## src/rtl/sockfsm_pkg.sv

```systemverilog
`timescale 1ns/1ps
// sockfsm_pkg: status encodings, command codes and flag bit positions
// shared by the socket controller. Assumes 8-bit host registers.
package sockfsm_pkg;
    localparam int REG_W = 8;
    localparam int PROTO_W = 4;

    typedef enum logic [REG_W-1:0] {
        ST_CLOSED    = 8'h00,
        ST_INIT      = 8'h13,
        ST_LISTEN    = 8'h14,
        ST_SYNSENT   = 8'h15,
        ST_SYNRECV   = 8'h16,
        ST_EST       = 8'h17,
        ST_FINWAIT   = 8'h18,
        ST_CLOSING   = 8'h1A,
        ST_TIMEWAIT  = 8'h1B,
        ST_CLOSEWAIT = 8'h1C,
        ST_LASTACK   = 8'h1D,
        ST_UDP       = 8'h22,
        ST_IPRAW     = 8'h32,
        ST_MACRAW    = 8'h42,
        ST_PPPOE     = 8'h5F
    } sock_state_e;

    localparam logic [REG_W-1:0] CMD_OPEN    = 8'h01;
    localparam logic [REG_W-1:0] CMD_LISTEN  = 8'h02;
    localparam logic [REG_W-1:0] CMD_CONNECT = 8'h04;
    localparam logic [REG_W-1:0] CMD_DISCON  = 8'h08;
    localparam logic [REG_W-1:0] CMD_CLOSE   = 8'h10;

    localparam int FLG_CON     = 0;
    localparam int FLG_DISCON  = 1;
    localparam int FLG_RECV    = 2;
    localparam int FLG_TIMEOUT = 3;
    localparam int FLG_SENDOK  = 4;
endpackage

```

## src/rtl/sockfsm_cmd_latch.sv

```systemverilog
`timescale 1ns/1ps
// sockfsm_cmd_latch: holds a written command for one cycle so the state
// engine can consume it on the next edge; reads back 0 once consumed.
// Assumes the host never relies on a command surviving more than a cycle.
module sockfsm_cmd_latch
    import sockfsm_pkg::*;
(
    input  logic             clk,
    input  logic             rst_n,
    input  logic             wr_i,
    input  logic [REG_W-1:0] wdata_i,
    output logic [REG_W-1:0] cmd_o
);
    // Capture on write, self-clear the cycle after.
    always_ff @(posedge clk) begin
        if (!rst_n)    cmd_o <= '0;
        else if (wr_i) cmd_o <= wdata_i;
        else           cmd_o <= '0;
    end
endmodule

```

## src/rtl/sockfsm_state.sv

```systemverilog
`timescale 1ns/1ps
// sockfsm_state: connection state engine. Decodes the pending command and
// the event pulses, updates the status, emits flag-set pulses and packet
// requests. Priority: CLOSE, then timeouts, then other commands, then events.
// Assumes event inputs are single-cycle pulses.
module sockfsm_state
    import sockfsm_pkg::*;
#(
    parameter int SOCK_IDX     = 0,
    parameter int RAW_SOCK_IDX = 0,
    parameter int TW_HOLD      = 16
) (
    input  logic               clk,
    input  logic               rst_n,
    input  logic [REG_W-1:0]   cmd_i,
    input  logic [PROTO_W-1:0] proto_i,
    input  logic               syn_i,
    input  logic               synack_i,
    input  logic               ack_i,
    input  logic               rst_i,
    input  logic               fin_i,
    input  logic               finack_i,
    input  logic               arp_to_i,
    input  logic               tcp_to_i,
    input  logic               rx_i,
    input  logic               txdone_i,
    output sock_state_e        state_o,
    output logic [REG_W-1:0]   flag_set_o,
    output logic               req_syn_o,
    output logic               req_synack_o,
    output logic               req_fin_o
);
    localparam int  TW_CW  = (TW_HOLD > 1) ? $clog2(TW_HOLD) : 1;
    localparam logic [TW_CW-1:0] TW_LOAD = TW_CW'(TW_HOLD - 1);
    localparam bit  RAW_OK = (SOCK_IDX == RAW_SOCK_IDX);

    sock_state_e       state_q, nxt;
    logic [TW_CW-1:0]  tw_cnt_q;
    logic              syn_n, synack_n, fin_n;
    logic              cmd_pend, any_to;

    assign cmd_pend = (cmd_i != '0);
    assign any_to   = arp_to_i | tcp_to_i;

    // Next-state, flag-set and request decode.
    always_comb begin
        nxt        = state_q;
        flag_set_o = '0;
        syn_n      = 1'b0;
        synack_n   = 1'b0;
        fin_n      = 1'b0;
        if (cmd_pend && cmd_i == CMD_CLOSE) begin
            nxt = ST_CLOSED;
        end else if (any_to && state_q != ST_CLOSED) begin
            nxt = ST_CLOSED;
            flag_set_o[FLG_TIMEOUT] = 1'b1;
        end else if (cmd_pend) begin
            case (cmd_i)
                CMD_OPEN: if (state_q == ST_CLOSED) begin
                    case (proto_i)
                        4'd1:    nxt = ST_INIT;
                        4'd2:    nxt = ST_UDP;
                        4'd3:    nxt = ST_IPRAW;
                        4'd4:    if (RAW_OK) nxt = ST_MACRAW;
                        4'd5:    nxt = ST_PPPOE;
                        default: nxt = state_q;
                    endcase
                end
                CMD_LISTEN:  if (state_q == ST_INIT) nxt = ST_LISTEN;
                CMD_CONNECT: if (state_q == ST_INIT) begin
                    nxt   = ST_SYNSENT;
                    syn_n = 1'b1;
                end
                CMD_DISCON: begin
                    if (state_q == ST_EST) begin
                        nxt   = ST_FINWAIT;
                        fin_n = 1'b1;
                    end else if (state_q == ST_CLOSEWAIT) begin
                        nxt   = ST_LASTACK;
                        fin_n = 1'b1;
                    end
                end
                default: nxt = state_q;
            endcase
        end else begin
            case (state_q)
                ST_LISTEN: if (syn_i) begin
                    nxt      = ST_SYNRECV;
                    synack_n = 1'b1;
                end
                ST_SYNSENT: begin
                    if (synack_i) begin
                        nxt = ST_EST;
                        flag_set_o[FLG_CON] = 1'b1;
                    end else if (rst_i) nxt = ST_CLOSED;
                end
                ST_SYNRECV: begin
                    if (ack_i) begin
                        nxt = ST_EST;
                        flag_set_o[FLG_CON] = 1'b1;
                    end else if (rst_i) nxt = ST_CLOSED;
                end
                ST_EST: begin
                    if (rst_i) begin
                        nxt = ST_CLOSED;
                        flag_set_o[FLG_DISCON] = 1'b1;
                    end else if (fin_i) begin
                        nxt = ST_CLOSEWAIT;
                        flag_set_o[FLG_DISCON] = 1'b1;
                    end
                end
                ST_FINWAIT: begin
                    if (finack_i)   nxt = ST_TIMEWAIT;
                    else if (fin_i) nxt = ST_CLOSING;
                end
                ST_CLOSING:  if (finack_i) nxt = ST_TIMEWAIT;
                ST_LASTACK:  if (finack_i) nxt = ST_CLOSED;
                ST_TIMEWAIT: if (tw_cnt_q == '0) nxt = ST_CLOSED;
                default:     nxt = state_q;
            endcase
            if (state_q != ST_CLOSED) begin
                flag_set_o[FLG_RECV]   = rx_i;
                flag_set_o[FLG_SENDOK] = txdone_i;
            end
        end
    end

    // State and request pulse registers.
    always_ff @(posedge clk) begin
        if (!rst_n) begin
            state_q      <= ST_CLOSED;
            req_syn_o    <= 1'b0;
            req_synack_o <= 1'b0;
            req_fin_o    <= 1'b0;
        end else begin
            state_q      <= nxt;
            req_syn_o    <= syn_n;
            req_synack_o <= synack_n;
            req_fin_o    <= fin_n;
        end
    end

    // TIME_WAIT dwell counter: reloads outside TIME_WAIT, counts down inside.
    always_ff @(posedge clk) begin
        if (!rst_n)                     tw_cnt_q <= TW_LOAD;
        else if (state_q != ST_TIMEWAIT) tw_cnt_q <= TW_LOAD;
        else if (tw_cnt_q != '0)        tw_cnt_q <= tw_cnt_q - 1'b1;
    end

    assign state_o = state_q;

    // a pending CLOSE always lands in the closed state.
    a_r10_close_wins: assert property (@(posedge clk) disable iff (!rst_n)
        (cmd_i == CMD_CLOSE) |=> (state_q == ST_CLOSED));

    // a timeout in an open state lands in the closed state.
    a_r11_timeout_closes: assert property (@(posedge clk) disable iff (!rst_n)
        (any_to && state_q != ST_CLOSED) |=> (state_q == ST_CLOSED));

    // MAC-raw state only reachable on the raw-capable socket.
    a_r3_raw_socket_only: assert property (@(posedge clk) disable iff (!rst_n)
        (!RAW_OK) |-> (state_q != ST_MACRAW));

    // a SYN request is only ever issued alongside SYNSENT.
    a_r6_syn_with_synsent: assert property (@(posedge clk) disable iff (!rst_n)
        req_syn_o |-> (state_q == ST_SYNSENT));
endmodule

```

## src/rtl/sockfsm_irq.sv

```systemverilog
`timescale 1ns/1ps
// sockfsm_irq: sticky interrupt flags with write-one-to-clear and a masked
// interrupt output. A set pulse wins over a clear of the same bit.
module sockfsm_irq
    import sockfsm_pkg::*;
(
    input  logic             clk,
    input  logic             rst_n,
    input  logic [REG_W-1:0] set_i,
    input  logic             clr_wr_i,
    input  logic [REG_W-1:0] clr_data_i,
    input  logic [REG_W-1:0] mask_i,
    output logic [REG_W-1:0] flags_o,
    output logic             irq_o
);
    logic [REG_W-1:0] clr_v;
    assign clr_v = clr_wr_i ? clr_data_i : '0;

    // Flag update: clear requested bits, then merge new events.
    always_ff @(posedge clk) begin
        if (!rst_n) flags_o <= '0;
        else        flags_o <= (flags_o & ~clr_v) | set_i;
    end

    assign irq_o = |(flags_o & mask_i);

    // bits cleared without a same-cycle set are zero afterwards.
    a_r13_clear_takes: assert property (@(posedge clk) disable iff (!rst_n)
        clr_wr_i |=> ((flags_o & $past(clr_data_i & ~set_i)) == '0));
endmodule

```

## src/rtl/sockfsm_top.sv

```systemverilog
`timescale 1ns/1ps
// sockfsm_top: per-socket command/status controller. Connects the command
// latch, the state engine and the interrupt flag block.
// Assumes one socket per instance; SOCK_IDX names this socket.
module sockfsm_top
    import sockfsm_pkg::*;
#(
    parameter int SOCK_IDX     = 0,
    parameter int RAW_SOCK_IDX = 0,
    parameter int TW_HOLD      = 16
) (
    input  logic         clk,
    input  logic         rst_n,
    input  logic         cmd_wr,
    input  logic [7:0]   cmd_wdata,
    input  logic [3:0]   proto_sel,
    input  logic         ev_syn,
    input  logic         ev_synack,
    input  logic         ev_ack,
    input  logic         ev_rst,
    input  logic         ev_fin,
    input  logic         ev_finack,
    input  logic         ev_arp_to,
    input  logic         ev_tcp_to,
    input  logic         ev_rx_data,
    input  logic         ev_tx_done,
    input  logic         int_clr_wr,
    input  logic [7:0]   int_clr_data,
    input  logic [7:0]   int_mask,
    output logic [7:0]   cmd_rdata,
    output logic [7:0]   sock_status,
    output logic [7:0]   int_flags,
    output logic         sock_irq,
    output logic         req_syn,
    output logic         req_synack,
    output logic         req_fin
);
    logic [REG_W-1:0] cmd_q;
    logic [REG_W-1:0] set_v;
    sock_state_e      st;

    sockfsm_cmd_latch u_cmd (
        .clk     (clk),
        .rst_n   (rst_n),
        .wr_i    (cmd_wr),
        .wdata_i (cmd_wdata),
        .cmd_o   (cmd_q)
    );

    sockfsm_state #(
        .SOCK_IDX     (SOCK_IDX),
        .RAW_SOCK_IDX (RAW_SOCK_IDX),
        .TW_HOLD      (TW_HOLD)
    ) u_state (
        .clk          (clk),
        .rst_n        (rst_n),
        .cmd_i        (cmd_q),
        .proto_i      (proto_sel),
        .syn_i        (ev_syn),
        .synack_i     (ev_synack),
        .ack_i        (ev_ack),
        .rst_i        (ev_rst),
        .fin_i        (ev_fin),
        .finack_i     (ev_finack),
        .arp_to_i     (ev_arp_to),
        .tcp_to_i     (ev_tcp_to),
        .rx_i         (ev_rx_data),
        .txdone_i     (ev_tx_done),
        .state_o      (st),
        .flag_set_o   (set_v),
        .req_syn_o    (req_syn),
        .req_synack_o (req_synack),
        .req_fin_o    (req_fin)
    );

    sockfsm_irq u_irq (
        .clk        (clk),
        .rst_n      (rst_n),
        .set_i      (set_v),
        .clr_wr_i   (int_clr_wr),
        .clr_data_i (int_clr_data),
        .mask_i     (int_mask),
        .flags_o    (int_flags),
        .irq_o      (sock_irq)
    );

    assign cmd_rdata   = cmd_q;
    assign sock_status = st;

    // a command left unwritten reads back zero on the next cycle.
    a_r4_cmd_self_clears: assert property (@(posedge clk) disable iff (!rst_n)
        (cmd_rdata != 8'h00 && !cmd_wr) |=> (cmd_rdata == 8'h00));

    // the connected flag only rises together with the ESTABLISHED status.
    a_r5_con_with_est: assert property (@(posedge clk) disable iff (!rst_n)
        $rose(int_flags[FLG_CON]) |-> (sock_status == 8'h17));
endmodule

```

## config.mk

```make
export PLATFORM = sky130hd
export DESIGN_NAME = sockfsm_top
export DESIGN_NICKNAME = d
export VERILOG_FILES = /design/src/rtl/sockfsm_pkg.sv /design/src/rtl/sockfsm_cmd_latch.sv /design/src/rtl/sockfsm_state.sv /design/src/rtl/sockfsm_irq.sv /design/src/rtl/sockfsm_top.sv
export SDC_FILE = /design/constraint.sdc
export NUM_CORES = 1
export LEC_CHECK = 0
export ABC_AREA = 1
export BUFFER_PORTS_ARGS = -buffer_cell sky130_fd_sc_hd__buf_2
export CORE_MARGIN = 8
export CORE_UTILIZATION = 35
export CTS_BUF_LIST = sky130_fd_sc_hd__clkbuf_16
export DETAILED_ROUTE_END_ITERATION = 8
export GPL_TIMING_DRIVEN = 0
export PLACE_DENSITY_LB_ADDON = 0.1
export SYNTH_ARGS = -nofsm -noshare
export SYNTH_HDL_FRONTEND = slang
export SYNTH_HIERARCHICAL = 1
export SYNTH_SLANG_ARGS = --single-unit
```

## constraint.sdc

```tcl
create_clock -name clk -period 1.44 [get_ports clk]
set_input_delay 0.144 -clock clk [delete_from_list [all_inputs] [get_ports clk]]
set_output_delay 0.144 -clock clk [all_outputs]
set_load 0.05 [all_outputs]
```

==> flow_metrics.tcl, run 1 <==
set metrics [dict create \
    outcome "finished, violations left" \
    violations "negative setup slack" \
    grt_pass1_vias 2530 \
    grt_overflow_total 0 \
    synth_top_area_share_pct 28.7 \
    place_congestion 0.846 \
    hold_start "cmd_wdata[6]" \
    rsz0062_at_grt "true" \
    placed_cells_incl_taps 516 \
    ys_ff_latch 31 \
    placed_area_um2 2760 \
    port_buffers 68 \
    cp.required_ps 1610 \
    die_h_um 94.6 \
    vdd_drop_max_uv 610 \
    synthArstFlopShare_pct 0 \
    cpLargestDelayFamily "simple AND/OR/NAND/NOR gates" \
    antenna_found_initial 0 \
    min_period_ps 1630 \
    stdcell_count 550 \
    num_antenna_cells 0 \
    post-route-drc-count 0 \
    cts_max_level 2 \
    clk_pin_slew_ps 50 \
    top_layer "met4" \
    num_io_pins 70 \
    p_clk_share_pct 29.9 \
    skew_ps 2.91 \
    path_class "register to register" \
    hpwl_mm 5.20 \
    cp_data_arrival_time_ps 1810 \
    numClockSinks 31 \
    final.fill_count 596 \
    r2r_slack_ps -190 \
    intPower_uw 2420 \
    synth_fa_ha_area_share_pct 1.16 \
    wl_met2_mm 3.57 \
    initial_core_util_pct 36.3 \
    fin_nets 518 \
    grt_start_max_net_pins 11 \
    final_antenna_net_count 0 \
    coreArea_um2 5960 \
    die_width_um 94.6 \
    cp-end-kind "register" \
    grt.total_usage_pct 16.0 \
    synth_compound_area_share_pct 6.42 \
    synth_enable_flop_cells 0 \
    clk_latency_ps 280 \
    syn_area_per_cell_um2 5.83 \
    drt-initial-drc-count 102 \
    critPathMostFrequentCell "nand2_2" \
    dr_wl_met3_um 535 \
    rows 28 \
    cts_made_buffers 5 \
    finalCritPeriodShare_pct 113 \
    viasPerCell 4.67 \
    synth_top_family_by_area "simple AND/OR/NAND/NOR gates" \
    holdPathStages 3 \
    mostFrequentLayoutCells "nand2_1 (86), buf_2 (69), nor2_1 (53)" \
    setup-violations-final 13 \
    hold_viol_final 0 \
    critPathBufInv 2 \
    drv_slew 0 \
    drv_cap 0 \
    hold_buffers 0 \
    finalInstanceArea_um2 3450 \
    layout_commonest_cell "nand2_1" \
    cp_num_cells 11 \
    synth_flop_cell "dfxtp_1" \
    dieArea_um2 8960 \
    dr.pass1.iters 4 \
    drive_above_1_share_pct 47.2 \
    ys_warn_count 6 \
    p_seq_share_pct 25.4 \
    syn_area_um2 2160 \
    swShare_pct 39.5 \
    clockBufferDepth 2 \
    routed_wl_mm 7.09 \
    yosys.area_share.simple_pct 49.3 \
    yosys-top-cells-area "dfxtp_1 (29%), nand2_1 (18%), nor2_1 (13%), inv_1 (9.7%), nand3_1 (8.1%)" \
    cpPeakStageDelay_ps 350 \
    max_freq_ghz 0.612 \
    grt_pass1_wl_mm 11.4 \
    r2r.worst_path.cells 11 \
    synth.area.mux_share_pct 0 \
    wl_per_cell_um 12.9 \
    rr_endpoint "u_state/state_o[2]$_SDFFE_PP0P_" \
    worstSetupStartpointType "register" \
    cp_slowest_cell "dfxtp_4" \
    p_leak_uw 0.00179 \
    timing.final.ws_setup_ps -194 \
    yosysTopAreaCell "dfxtp_1" \
    comb_power_share_pct 44.7 \
    regToRegStartpoint "u_state/state_o[7]$_SDFFE_PP0P_" \
    cp_max_fo 5 \
    drt-met1-wl_mm 2.91 \
    powerDensity_nw_per_um2 1160 \
    synth.distinct_cells 30 \
    seq_area_frac_synth_pct 28.7 \
    synth-xor-area-share_pct 0.405 \
    cp_cell_sequence "inv_4, nand2_8, nor2_8, buf_6, o2111ai_4, nand3_4, nand2_2, nor2_4, nand3_2, nand2_2, nor2_2" \
    place_ws_ps -404 \
    tritoncts "built" \
    clock-root-buffer "clkbuf_16" \
    power.switching_uw 1580 \
    min_to "u_cmd/cmd_o[6]$_SDFF_PN0_" \
    synth_cells 371 \
    synthToLayoutAreaGrowth_pct 59.3 \
    hold_class "input port to register" \
    vias 2567 \
]
## metal layers
layer,vias to the layer above,GRT usage (%)
met4,0,4.55
met5,-,0
met3,10,5.00
met2,68,27.5
met1,1145,18.6
li1,1344,-
## synthesized netlist by cell type, types with 2 or more instances
library cell / count
ha_1: 2
o21ai_0: 2
inv_2: 7
nand2_2: 9
nor2_2: 3
inv_1: 56
nor2_4: 2
dfxtp_1: 31
nor2_8: 2
buf_6: 3
nand4_1: 2
nor3_1: 4
nand2_1: 104
buf_4: 4
nand3_1: 35
nor2_1: 73
a21oi_1: 17
nand3_2: 2
nor4_1: 2
## power by group through the flow
stage                     Sequential (µW)  Clock [µW]  Combinational [µW]
after floorplan                      1250           0                 691
after global placement               1030           0                1200
after detailed placement             1030           0                1210
after CTS                            1010        1220                1570
after global routing                 1030        1260                1930
final                                1020        1190                1790
## worst max path at each step
stage                                     from                               to  slack [ps]
4_1_cts        u_state/state_o[5]$_SDFFE_PP0P_  u_state/state_o[2]$_SDFFE_PP0P_        -160
6_report       u_state/state_o[7]$_SDFFE_PP0P_  u_state/state_o[2]$_SDFFE_PP0P_        -190
2_1_floorplan  u_state/state_o[6]$_SDFFE_PP0P_  u_state/state_o[2]$_SDFFE_PP0P_         -70
3_3_place_gp   u_state/state_o[1]$_SDFFE_PP0P_     u_state/req_fin_o$_SDFF_PP0_        -380
3_5_place_dp   u_state/state_o[1]$_SDFFE_PP0P_     u_state/req_fin_o$_SDFF_PP0_        -400
5_1_grt        u_state/state_o[7]$_SDFFE_PP0P_  u_state/state_o[2]$_SDFFE_PP0P_        -290
## state kept, by name, indices dropped and copies added (netlist names)
register and count:
u_cmd/cmd_o 8, u_irq/flags_o 8, u_state/state_o 8, u_state/tw_cnt_q 4, u_state/req_fin_o 1, u_state/req_syn_o 1
u_state/req_synack_o 1
## per-stage QoR
stage	setup TNS [ps]	hold WS [ps]	utilization, %	power (µW)
2_1_floorplan	-482	247	-	1940
3_3_place_gp	-2520	349	46.3	2230
3_5_place_dp	-2870	353	46.3	2230
4_1_cts	-1750	60.2	54.5	3800
5_1_grt	-3110	71.2	57.9	4220
6_report	-1540	67.5	57.9	4000
## final cells by class
cell class | count | area [µm²] | area share (%)
clock inverter | 3 | 38.8 | 1.12
buffer | 7 | 67.6 | 1.96
tap | 75 | 93.8 | 2.72
sequential | 31 | 681 | 19.7
inverter | 63 | 249 | 7.22
clock buffer | 5 | 125 | 3.63
timing repair buffer | 93 | 533 | 15.5
multi-input combinational | 273 | 1660 | 48.1
## worst register-to-register path: cells and delay by family (launching register included)
family	cells	cell delay (ps)
simple gates	8	830
flops	1	350
buf+inv	2	230
compound gates	1	110
## kinds of logic (layout without fill, tap and decap cells)
group                    Yosys count  in the layout
adder cells (fa/ha/maj)            2              2
XOR/XNOR                           1              1
AO/OA/AOI/OAI                     25             25
flip-flops                        31             31
buffers and inverters             70            171
AND/OR/NAND/NOR                  241            242
other                              1              3
## repair_timing
action / in CTS / in global routing
resized for setup: 48 / 37
setup endpoints to repair: 14 / 19
gates cloned: 2 / 0
buffers inserted: 17 / 7
pin swaps: 23 / 24
Note: power is estimated with default switching activity, not from simulation.
==> run 2: changes to the inputs <==
RECOVER_POWER = 100   (was default)
==> flow_metrics.tcl, run 2 (synthesis results as in run 1) <==
set metrics [dict create \
    hpwl_mm 5.20 \
    layout_commonest_cell "nand2_1" \
    timing.final.ws_setup_ps -200 \
    clockBufferDepth 2 \
    die_h_um 94.6 \
    hold_viol_final 0 \
    finalCritPeriodShare_pct 114 \
    dr.pass1.iters 4 \
    min_period_ps 1640 \
    p_leak_uw 0.00170 \
    crit_start "u_state/state_o[7]$_SDFFE_PP0P_" \
    skew_ps 3.13 \
    port_buffers 68 \
    antenna_found_initial 0 \
    critPathMostFrequentCell "nor2_8" \
    num_io_pins 70 \
    worstSetupStartpointType "register" \
    drv_cap 0 \
    drv_slew 0 \
    vdd_drop_max_uv 609 \
    grt.total_usage_pct 16.0 \
    hold_start "cmd_wdata[6]" \
    setup-violations-final 13 \
    drt-initial-drc-count 110 \
    clk_latency_ps 280 \
    cpPeakStageDelay_ps 350 \
    slew_headroom_pct 58.0 \
    finalInstanceArea_um2 3420 \
    place_congestion 0.846 \
    cp_max_fo 7 \
    grt_start_max_net_pins 11 \
    placed_area_um2 2760 \
    tritoncts "built" \
    worst_pin_slew_ps 633 \
    cp_data_arrival_time_ps 1810 \
    max_freq_ghz 0.610 \
    fin_hold_ws_ps 67.2 \
    die_width_um 94.6 \
    violations "negative setup slack" \
    grt_pass1_wl_mm 11.4 \
    drive_above_1_share_pct 42.1 \
    final_antenna_net_count 0 \
    cp_cell_sequence "inv_4, nand2_8, nor2_8, buf_6, nand4_1, nand2_1, inv_2, nand3_4, nor2_8, nor2_1, nor2_2" \
    power_uw 3990 \
    cts_max_level 2 \
    rsz0062_at_grt "true" \
    final_core_util_pct 57.4 \
    grt_pass1_vias 2530 \
    cts_made_buffers 5 \
    powerDensity_nw_per_um2 1170 \
    post-route-drc-count 0 \
    cp-end-kind "register" \
    coreArea_um2 5960 \
    path_class "register to register" \
    hold_buffers 0 \
    regToRegStartpoint "u_state/state_o[7]$_SDFFE_PP0P_" \
    clk_pin_slew_ps 50 \
    outcome "finished, violations left" \
    cp_slowest_cell "dfxtp_4" \
    hold_class "input port to register" \
    routed_wl_mm 7.12 \
    dieArea_um2 8960 \
    mostFrequentLayoutCells "nand2_1 (87), nor2_1 (53), inv_1 (44)" \
    rows 28 \
    grt_overflow_total 0 \
    clock-root-buffer "clkbuf_16" \
    synthToLayoutAreaGrowth_pct 57.9 \
    wl_per_cell_um 12.9 \
    num_antenna_cells 0 \
    viasPerCell 4.67 \
    place_ws_ps -404 \
    final.fill_count 607 \
    cp.required_ps 1610 \
    fin_nets 518 \
    vias 2571 \
    initial_core_util_pct 36.3 \
    numClockSinks 31 \
]
==> run 2: final timing paths <==
path	cells past startpoint	endpoint	slack (ps)
max	11	u_state/state_o[2]$_SDFFE_PP0P_	-200
min	3	u_cmd/cmd_o[6]$_SDFF_PN0_	70
max reg2reg	11	u_state/state_o[2]$_SDFFE_PP0P_	-200
min reg2reg	2	u_irq/flags_o[7]$_SDFF_PN0_	480
==> run 2: timing repair <==
item,4_1_cts,5_1_grt
setup endpoints to repair,14,19
cloned,2,0
gates resized for setup,48,37
setup buffers,17,7
pin swaps,23,24
==> run 2: area by class of cell <==
cell class | instances | area [µm²] | share of cell area, %
clock inverters | 3 | 38.8 | 1.14
repair buffers | 93 | 504 | 14.8
well taps | 75 | 93.8 | 2.75
plain buffers | 7 | 67.6 | 1.98
clock buffers | 5 | 125 | 3.66
flip-flops and latches | 31 | 681 | 19.9
inverters | 63 | 249 | 7.29
multi-input cells | 273 | 1660 | 48.5
==> run 2: per-layer routing <==
layer,track usage (%),vias to the layer above,routed length (µm)
met5,0,-,0
met4,4.55,0,63
met3,5.00,7,518
met2,27.5,70,3600
met1,18.6,1151,2940
li1,-,1343,-
==> run 2: stage by stage <==
| step | TNS, ps | instances |
|---|---|---|
| 2_1_floorplan | -482 | 373 |
| 3_3_place_gp | -2520 | 516 |
| 3_5_place_dp | -2870 | 516 |
| 4_1_cts | -1750 | 543 |
| 5_1_grt | -3120 | 550 |
| 6_report | -1560 | 550 |
==> run 2: where the power goes <==
part	switching (µW)	total [µW]	leakage, µW	internal (µW)
registers	88.1	1020	0.000265	930
logic	1110	1780	0.00135	666
clock network	390	1200	0.0000812	806
total	1590	3990	0.00170	2400
==> run 2: critical path, delay by kind of cell (launching register included) <==
family | cells | cell delay [ps]
buffers and inverters | 3 | 290
flip-flops | 1 | 350
AND/OR/NAND/NOR | 8 | 880
==> run 3: changes to the inputs <==
--- a/config.mk
+++ b/config.mk
@@ -16,2 +16,3 @@
 export RECOVER_POWER = 100
+export SLEW_MARGIN = 20
 export SYNTH_ARGS = -nofsm -noshare
==> constraint.sdc (replaced) <==
create_clock -name clk -period 1.44 [get_ports clk]
set_input_delay 0.288 -clock clk [delete_from_list [all_inputs] [get_ports clk]]
set_output_delay 0.288 -clock clk [all_outputs]
set_load 0.05 [all_outputs]
==> flow_metrics.tcl, run 3 (synthesis results as in run 1) <==
set metrics [dict create \
    layout_commonest_cell "nand2_1" \
    skew_ps 4.07 \
    power.switching_uw 1460 \
    die_h_um 94.6 \
    port_buffers 68 \
    grt_overflow_total 0 \
    grt_pass1_vias 2345 \
    numClockSinks 31 \
    cp_slowest_cell "dfxtp_4" \
    fin_nets 515 \
    intPower_uw 2100 \
    viasPerCell 4.54 \
    r2r_slack_ps -190 \
    clockBufferDepth 2 \
    coreArea_um2 5960 \
    critPathBufInv 3 \
    dieArea_um2 8960 \
    cts_made_buffers 5 \
    cpLargestDelayFamily "simple AND/OR/NAND/NOR gates" \
    busiest_layer "met2" \
    cp_data_arrival_time_ps 1840 \
    grt_pass1_wl_mm 10.6 \
    clock-root-buffer "clkbuf_16" \
    p_seq_share_pct 28.6 \
    fin_hold_ws_ps 209 \
    finalCritPeriodShare_pct 113 \
    final.fill_count 599 \
    use_met1_pct 17.1 \
    grt.total_usage_pct 14.7 \
    wl_per_cell_um 11.9 \
    timing.final.ws_setup_ps -191 \
    cp_max_fo 8 \
    hpwl_mm 4.96 \
    path_class "register to register" \
    violations "negative setup slack" \
    worstSetupStartpointType "register" \
    comb_power_share_pct 43.9 \
    powerDensity_nw_per_um2 1070 \
    antenna_found_initial 0 \
    grt_start_max_net_pins 10 \
    dr.pass1.iters 4 \
    setup-violations-final 14 \
    cpPeakStageDelay_ps 350 \
    drt-initial-drc-count 193 \
    max_freq_ghz 0.613 \
    outcome "finished, violations left" \
    tritoncts "built" \
    final_antenna_net_count 0 \
    swShare_pct 41.0 \
    p_leak_uw 0.00169 \
    drv_slew 0 \
    p_clk_share_pct 27.5 \
    gr-usage-met3_pct 4.84 \
    rows 28 \
    drive_above_1_share_pct 45.3 \
    cp-end-kind "register" \
    hold_viol_final 0 \
    num_io_pins 70 \
    clk_latency_ps 280 \
    clk_pin_slew_ps 50 \
    rsz0062_at_grt "true" \
    hold_class "input port to register" \
    vias 2482 \
    initial_core_util_pct 36.3 \
    min_period_ps 1630 \
    die_width_um 94.6 \
    grtUsageMet2_pct 25.2 \
    routed_wl_mm 6.50 \
    finalSetupTns_ps -1580 \
    cts_max_level 2 \
    vdd_drop_max_uv 654 \
    place_congestion 0.922 \
    synthToLayoutAreaGrowth_pct 53.5 \
    mostFrequentLayoutCells "nand2_1 (89), nor2_1 (54), inv_1 (48)" \
    post-route-drc-count 0 \
    drv_cap 0 \
    num_antenna_cells 0 \
    cp.required_ps 1650 \
    cp_cell_sequence "inv_4, nand2_4, nor2_8, buf_6, buf_6, nand3_1, nand2_1, nor2_1, nand3_1, nand2_1, nand3_1, nand2_1, nor2_1" \
]
run 3: path summary, 6_finish.rpt:
check / from / endpoint / depth (start not counted)
hold / removal: cmd_wdata[3] / u_cmd/cmd_o[3]$_SDFF_PN0_ / 3
hold reg to reg: u_irq/flags_o[4]$_SDFF_PN0_ / u_irq/flags_o[4]$_SDFF_PN0_ / 2
setup reg to reg: u_state/state_o[7]$_SDFFE_PP0P_ / u_state/state_o[4]$_SDFFE_PP0P_ / 13
setup / recovery: u_state/state_o[7]$_SDFFE_PP0P_ / u_state/state_o[4]$_SDFFE_PP0P_ / 13
run 3: cell type report:
class	count	area (µm²)	area share [%]
clock inverters	3	11.3	0.339
multi-input cells	272	1570	47.2
clock buffers	5	125	3.77
repair buffers	91	519	15.6
well taps	75	93.8	2.82
inverters	63	246	7.42
flip-flops and latches	31	689	20.8
plain buffers	7	67.6	2.03
run 3: through the flow:
step / area [µm²] / setup slack, ps / instances / util (%) / total power (µW)
6_report: 3320 / -191 / 547 / 55.8 / 3570
5_1_grt: 3320 / -308 / 547 / 55.8 / 3790
4_1_cts: 3250 / -143 / 544 / 54.6 / 3530
3_5_place_dp: 2760 / -345 / 516 / 46.4 / 2240
3_3_place_gp: 2760 / -370 / 516 / 46.4 / 2240
2_1_floorplan: 2330 / -68.4 / 373 / - / 1950
run 3: tightest hold or removal path: cells and delay by family:
family	cells	cell delay, ps
buffers and inverters	2	130
AND/OR/NAND/NOR	1	30
run 3: timing repair:
| item | in CTS | in global routing |
|---|---|---|
| buffers inserted | 20 | 3 |
| endpoints found under the setup margin | 15 | 15 |
| hold buffers | 0 | 0 |
| pin swaps | 23 | 13 |
| resized for setup | 54 | 16 |
run 3: per-layer routing:
| layer | wire length, µm | part of all wire [%] | up-vias |
|---|---|---|---|
| met1 | 2720 | 42 | 1074 |
| met5 | 0 | 0 | - |
| li1 | - | - | 1337 |
| met2 | 3310 | 51 | 65 |
| met3 | 414 | 6.4 | 6 |
| met4 | 61 | 0.94 | 0 |
run 3: power groups by stage:
| stage | clock, µW | sequential [µW] | combinational [µW] |
|---|---|---|---|
| finish | 982 | 1020 | 1560 |
| global route | 1060 | 1030 | 1700 |
| CTS | 1020 | 1010 | 1500 |
| detailed placement | 0 | 1030 | 1210 |
| global placement | 0 | 1030 | 1210 |
| floorplan | 0 | 1250 | 691 |
